`src/rtl/pd_seq_pkg.sv`:
```
package pd_seq_pkg;

    typedef enum logic [1:0] {
        ST_AWAKE = 2'd0,
        ST_ENTER = 2'd1,
        ST_DOWN  = 2'd2,
        ST_EXIT  = 2'd3
    } pd_state_e;

    typedef enum logic [1:0] {
        MODE_AWAKE = 2'd0,
        MODE_PRE   = 2'd1,
        MODE_ACT   = 2'd2
    } pd_mode_e;

    // {ras_n, cas_n, we_n}
    localparam logic [2:0] CMD_NOP = 3'b111;

    typedef struct packed {
        logic cke;
        logic own_bus;
        logic sched_ok;
    } pad_ctl_t;

    function automatic pd_mode_e classify(input logic all_idle);
        return all_idle ? MODE_PRE : MODE_ACT;
    endfunction

    function automatic pad_ctl_t decode_state(input pd_state_e st);
        pad_ctl_t c;
        case (st)
            ST_AWAKE: c = '{cke: 1'b1, own_bus: 1'b0, sched_ok: 1'b1};
            ST_ENTER: c = '{cke: 1'b0, own_bus: 1'b1, sched_ok: 1'b0};
            ST_DOWN:  c = '{cke: 1'b0, own_bus: 1'b0, sched_ok: 1'b0};
            default:  c = '{cke: 1'b1, own_bus: 1'b1, sched_ok: 1'b0};
        endcase
        return c;
    endfunction

endpackage

```
`src/rtl/pd_entry_gate.sv`:
```
module pd_entry_gate
    import pd_seq_pkg::*;
(
    input  logic     awake,
    input  logic     pd_req,
    input  logic     burst_busy,
    input  logic     refresh_due,
    input  logic     banks_idle,
    output logic     go,
    output pd_mode_e mode_sel
);
    always_comb begin
        go       = awake && pd_req && !burst_busy && !refresh_due;
        mode_sel = classify(banks_idle);
    end
endmodule

```
`src/rtl/pd_residency_timer.sv`:
```
module pd_residency_timer #(
    parameter int MAX_RESIDENCY = 64
) (
    input  logic clk,
    input  logic rst,
    input  logic run,
    output logic expire
);
    localparam int CW = $clog2(MAX_RESIDENCY + 1);
    localparam logic [CW-1:0] LAST = CW'(MAX_RESIDENCY - 1);

    logic [CW-1:0] cnt_q;

    always_ff @(posedge clk) begin
        if (rst || !run) cnt_q <= '0;
        else             cnt_q <= cnt_q + 1'b1;
    end

    assign expire = run && (cnt_q == LAST);
endmodule

```
`src/rtl/pd_cke_sequencer.sv`:
```
module pd_cke_sequencer
    import pd_seq_pkg::*;
#(
    parameter int MAX_RESIDENCY = 64
) (
    input  logic       clk,
    input  logic       rst,
    input  logic       pd_req,
    input  logic       wake_req,
    input  logic       refresh_due,
    input  logic       banks_idle,
    input  logic       burst_busy,
    output logic       cke,
    output logic       seq_cmd_valid,
    output logic [2:0] seq_cmd,
    output logic       cmd_allowed,
    output logic [1:0] pd_mode
);
    pd_state_e state_q, state_d;
    pd_mode_e  mode_q, mode_sel;
    logic      go, expire;
    pad_ctl_t  ctl;

    pd_entry_gate u_gate (
        .awake      (state_q == ST_AWAKE),
        .pd_req     (pd_req),
        .burst_busy (burst_busy),
        .refresh_due(refresh_due),
        .banks_idle (banks_idle),
        .go         (go),
        .mode_sel   (mode_sel)
    );

    pd_residency_timer #(.MAX_RESIDENCY(MAX_RESIDENCY)) u_timer (
        .clk   (clk),
        .rst   (rst),
        .run   (state_q == ST_DOWN),
        .expire(expire)
    );

    always_comb begin
        state_d = state_q;
        case (state_q)
            ST_AWAKE: if (go) state_d = ST_ENTER;
            ST_ENTER: state_d = ST_DOWN;
            ST_DOWN:  if (wake_req || refresh_due || expire) state_d = ST_EXIT;
            default:  state_d = ST_AWAKE;
        endcase
    end

    always_ff @(posedge clk) begin
        if (rst) begin
            state_q <= ST_AWAKE;
            mode_q  <= MODE_AWAKE;
        end else begin
            state_q <= state_d;
            if (go) mode_q <= mode_sel;
        end
    end

    always_comb begin
        ctl           = decode_state(state_q);
        cke           = ctl.cke;
        seq_cmd_valid = ctl.own_bus;
        seq_cmd       = ctl.own_bus ? CMD_NOP : 3'b000;
        cmd_allowed   = ctl.sched_ok && !go;
        pd_mode       = (state_q == ST_AWAKE) ? 2'(MODE_AWAKE) : 2'(mode_q);
    end
endmodule

```
`config.mk`:
```
export PLATFORM = sky130hd
export DESIGN_NAME = pd_cke_sequencer
export DESIGN_NICKNAME = d
export VERILOG_FILES = /design/src/rtl/pd_seq_pkg.sv /design/src/rtl/pd_entry_gate.sv /design/src/rtl/pd_residency_timer.sv /design/src/rtl/pd_cke_sequencer.sv
export SDC_FILE = /design/constraint.sdc
export NUM_CORES = 1
export LEC_CHECK = 0
export BUFFER_PORTS_ARGS = -buffer_cell sky130_fd_sc_hd__buf_2
export CORE_AREA = 4 4 41 43
export DETAILED_ROUTE_END_ITERATION = 8
export DIE_AREA = 0 0 45 47
export PLACE_DENSITY = 0.68
export SKIP_CTS_REPAIR_TIMING = 1
export SLEW_MARGIN = 20
export SYNTH_ARGS = -nofsm -noshare
export SYNTH_HDL_FRONTEND = slang
export SYNTH_HIERARCHICAL = 1
export SYNTH_SLANG_ARGS = --single-unit
```
`constraint.sdc`:
```
create_clock -name clk -period 1.77 [get_ports clk]
set_input_delay 0.0885 -clock clk [delete_from_list [all_inputs] [get_ports clk]]
set_output_delay 0.0885 -clock clk [all_outputs]
set_load 0.02 [all_outputs]
```
# Word-level counts from Yosys, hierarchy flattened
# Cells that the tools add are included.
[word_totals] inputBits=7 output_inout_bits=8 wordCells=30 register_bits=11
[op_classes] n_mux=7 n_eq_ne=5 reduce_logical=14 n_addsub=1
[ops] op="case mux 3 bit (3 select lines)" count=1
[ops] op="2-to-1 mux 2 bit" count=4
[ops] op="adder 7 x 1 -> 7 bit, second input constant" count=1
[ops] op="== test 7 x 6 -> 1 bit, second input constant" count=1
[ops] op="case mux 2 bit (3 select lines)" count=1
[ops] op="logical AND 1 bit" count=5
[ops] op="logical NOT 1 bit" count=4
[ops] op="!= test 2 bit, second input constant" count=2
[ops] op="logical OR 1 bit" count=3
[ops] op="2-to-1 mux 3 bit" count=1
[ops] op="== test 2 x 1 -> 1 bit, second input constant" count=1
[ops] op="== test 2 bit, second input constant" count=1
[ops] op="logical NOT 2 bit" count=1
[ops] op="AND reduction 2 bit" count=1

# Logic depth before layout (Yosys ltp)
[logic_depth] depth_word=6 depth_mapped=7

# Hierarchy
# The synthesis kept the hierarchy.
[modules_own_cells] mod="pd_residency_timer" n_inst=1 area_per_inst_um2=280.3 cells_per_inst=30 seq_area_each_um2=140.1
[modules_own_cells] mod="pd_cke_sequencer" n_inst=1 area_per_inst_um2=276.5 cells_per_inst=29 seq_area_each_um2=80.1
[modules_own_cells] mod="pd_entry_gate" n_inst=1 area_per_inst_um2=23.8 cells_per_inst=3 seq_area_each_um2=0.0

# Worst setup path after synthesis
# OpenSTA, ideal clock, no wires.
[synth_timing] path_type="reg2reg" from="register state_q[0]" to="register state_q[0]" required_time_ps=1649 n_path_buf=0 arrival_ps=1549 stages_incl_launch_ff=7 slack_ps=99 setup_time_ps=121 cell_sequence="dfxtp_1 > inv_1 > ha_1 > and4bb_2 > nor2b_1 > or2_4 > a211oi_2"
[synth_via] elab_chain_len=6 word_cells_on_any_way=12
[synth_lines] item="from (decl)" line="pd_cke_sequencer.sv:19" source="pd_state_e state_q, state_d;"
[synth_lines] item="from (signal assigned)" line="pd_cke_sequencer.sv:56" source="state_q <= state_d;"
[synth_lines] item="logical NOT 2 bit" line="pd_cke_sequencer.sv:25" source=".awake (state_q == ST_AWAKE),"
[synth_lines] item="logical AND 1 bit (3 in series)" line="pd_entry_gate.sv:13" source="go = awake && pd_req && !burst_busy && !refresh_due;"
[synth_lines] item="named net go" line="pd_cke_sequencer.sv:21" source="logic go, expire;"
[synth_lines] item="!= test 2 bit (no source line)"
[synth_lines] item="AND reduction 2 bit (no source line)"
# The timed path passes the listed nets, and every way through them passes these cells.
# A chain may end at the register's enable or synchronous reset.

# Worst setup path after layout
[layout_timing] from="register state_q[0]" to="output port cmd_allowed"
[layout_via] elab_chain_len=6 word_cells_on_any_way=9
[layout_lines] item="logical NOT 2 bit" line="pd_cke_sequencer.sv:25"
[layout_lines] item="logical AND 1 bit (3 in series)" line="pd_entry_gate.sv:13"
[layout_lines] item="named net go" line="pd_cke_sequencer.sv:21"
[layout_lines] item="logical NOT 1 bit" line="pd_cke_sequencer.sv:66" source="cmd_allowed = ctl.sched_ok && !go;"
[layout_lines] item="logical AND 1 bit" line="pd_cke_sequencer.sv:66"
[layout_lines] item="to (decl)" line="pd_cke_sequencer.sv:16" source="output logic cmd_allowed,"
# The timed path passes the listed nets, and every way through them passes these cells.

==> results.yml <==
global_route:
  grt_max_degree: 8
  grt_pass1_wl_um: 1620
  track_usage_pct: 11.4
  gr-total-overflow: 0
  grt_pass1_vias: 386
  grt_antenna_before_repair: 0
timing:
  hold_viol: 0
  maxSlewHeadroom_pct: 77.2
  rsz0062_at_grt: "true"
  fin_crit_ps: 1670
  setup_viol: 0
  worst_pin_slew_ps: 338
  fin_crit_sh_pct: 94.1
  whs_ps: 61.2
  slew_violations: 0
  finClkSkew_ps: 2.04
  fmax_ghz: 0.600
synth:
  ys_seq_area_share_pct: 37.9
  synth_top_area_cell: "dfxtp_1"
  synth-edff-count: 0
  ys.flop_type: "dfxtp_1"
  avgSynthCellArea_um2: 9.36
  yosysWarningCount: 6
  netlist.area_leader.share_pct: 37.9
  ys_types: 24
  async_reset_ff_share_pct: 0
  yosysMostFrequentCell: "dfxtp_1"
  ys_ff_latch: 11
  synthTopCellsByArea: "dfxtp_1 (38%), ha_1 (11%), buf_4 (5.2%)"
  netlist_instances: 62
  netlist_area_um2: 581
  netlist_top_cells_count: "dfxtp_1 (11), nor2_1 (8), ha_1 (5), inv_1 (5), buf_4 (4)"
  syn_nets: 74
route:
  drc: 0
  avgRoutedWirePerCell_um: 11.3
  ant_nets: 0
  vias: 449
  drtIter0Drc: 3
  wirelength_um: 1040
  first_pass_iters: 4
  viasPerCell: 4.88
critical_path:
  endpoint_kind: "output pin"
  cp.required_ps: 1680
  critPathLaunchType: "register"
  critPathLaunch: "state_q[0]"
  worst-r2r-cell-count: 7
  r2r_setup_slack_ps: 170
  reg2reg_to: "state_q[0]"
  worstPathArrival_ps: 1580
  worstPathMaxFanout: 3
  crit_slowest_cell: "dfxtp_1"
  crit_type: "register to output pin"
  crit_path_cell_trace: "inv_1 -> ha_1 -> and4bb_2 -> nor2b_2 -> buf_2"
  max_stage_delay_ps: 360
  reg2reg_from: "state_q[0]"
power:
  post-layout-total-power_mw: 0.833
  p_leak_nw: 0.295
  irDropWorstVdd_v: 0.000605
  power_density_nw_per_um2: 1220
clocking:
  root_buffer: "clkbuf_4"
  htreeDepth: 1
  clk_latency_ps: 280
  cts.clk_slew.worst_paths_ps: 70
  numCtsBuffers: 3
  clkSinkCount: 11
  cts_buffer_depth: 2
  cts_tree: "yes"
status:
  status: "complete, no violations"
floorplan:
  rows: 13
  coreArea_um2: 1300
  num_io_pins: 15
  die_area_um2: 2120
  start_util_pct: 44.6
  die_x_um: 45
  die_h_um: 47
place:
  place_hpwl_um: 803
  placedCellCount: 88
  numPortBuffers: 14
  place_congestion: 0.786
cells_and_area:
  area.growth.synth_to_final_pct: 17.7
  layout.nets: 90
  n_fill_cell: 135
  drive_gt1_share_pct: 36.4
  antenna_cells: 0
  final_cells: 92
min_path:
  hold_path_end: "state_q[0]"
  hp-class: "input port to register"
  min_path_cells: 2
  hold_start: "rst"
run:
  maxCapViolCount: 0
-- worst max-delay path, delay by kind of cell (launching register included) --
kind	cells	cell delay (ps)
adders and majority gates	1	220
and+or+nand+nor	2	440
buffers and inverters	2	270
DFF	1	360
-- per-stage QoR --
stage / area [um^2] / worst slack [ps] / TNS (ps) / util (%)
2_1_floorplan: 581 / 99.5 / 0 / -
3_3_place_gp: 647 / 221 / 0 / 49.7
3_5_place_dp: 647 / 158 / 0 / 49.7
4_1_cts: 674 / 40.7 / 0 / 51.8
5_1_grt: 683 / -21.3 / -32.2 / 52.5
6_report: 683 / 105 / 0 / 52.5
-- worst max-delay path by stage --
stage / endpoint / slack [ps] / cells past startpoint
3_5_place_dp: state_q[0] / 160 / 7
4_1_cts: cmd_allowed / 40 / 5
6_report: cmd_allowed / 100 / 5
5_1_grt: state_q[0] / -20 / 7
3_3_place_gp: state_q[0] / 220 / 7
2_1_floorplan: state_q[0] / 100 / 6
-- routing by layer --
layer | wire [um] | GRT usage [%] | part of all wire, % | vias up
met3 | 77 | 5.75 | 7.4 | 4
met2 | 531 | 17.2 | 51 | 13
li1 | - | - | - | 230
met5 | 0 | 0 | 0 | -
met4 | 20 | 8.77 | 1.9 | 0
met1 | 412 | 12.2 | 40 | 202
-- state kept, by name, indices dropped and copies added, names as in the netlist --
name	cells
mode_q	2
state_q	2
u_timer/cnt_q	7
-- logic make-up (layout without fill, tap and decap cells) --
group	after synthesis	in the layout	share of synthesized area (%)
and+or+nand+nor	25	25	26.3
DFF	11	11	37.9
buffers and inverters	9	24	8.41
AOI/OAI and AO/OA	7	7	8.62
adders and majority gates	5	5	10.8
xor gates and xnor gates	3	3	4.53
muxes	2	2	3.45
-- where the power goes --
group	switching [mW]	internal, mW
logic	0.219	0.152
registers	0.0173	0.268
clock network	0.0926	0.0839
-- cells in the final DEF (no fill, tap or decap) --
cell,instances
and2_1,1
clkinv_2,1
nor2b_2,1
nand2_1,2
nor2_1,8
dfxtp_1,11
xor2_1,2
and2b_1,2
mux2i_1,2
or3_1,2
inv_1,5
or2_4,1
o31ai_2,1
xnor2_1,1
nand2b_1,1
ha_1,5
and4bb_2,1
nor4_2,1
nand3_2,2
or2_2,1
buf_2,14
nor4b_1,1
a211oi_2,1
nor2b_1,1
buf_4,1
o21ai_0,3
clkbuf_4,3
a21oi_1,2
-- cell type report --
cell class                 instances  area [um^2]  share of cell area (%)
inverter                           5         18.8                    2.75
multi-input combinational         42          320                    46.9
clock buffer                       3         22.5                    3.30
clock inverter                     1         5.00                   0.733
sequential                        11          220                    32.2
timing repair buffer              15         77.6                    11.4
tap                               15         18.8                    2.75
Power figures use the tool's default switching activity.
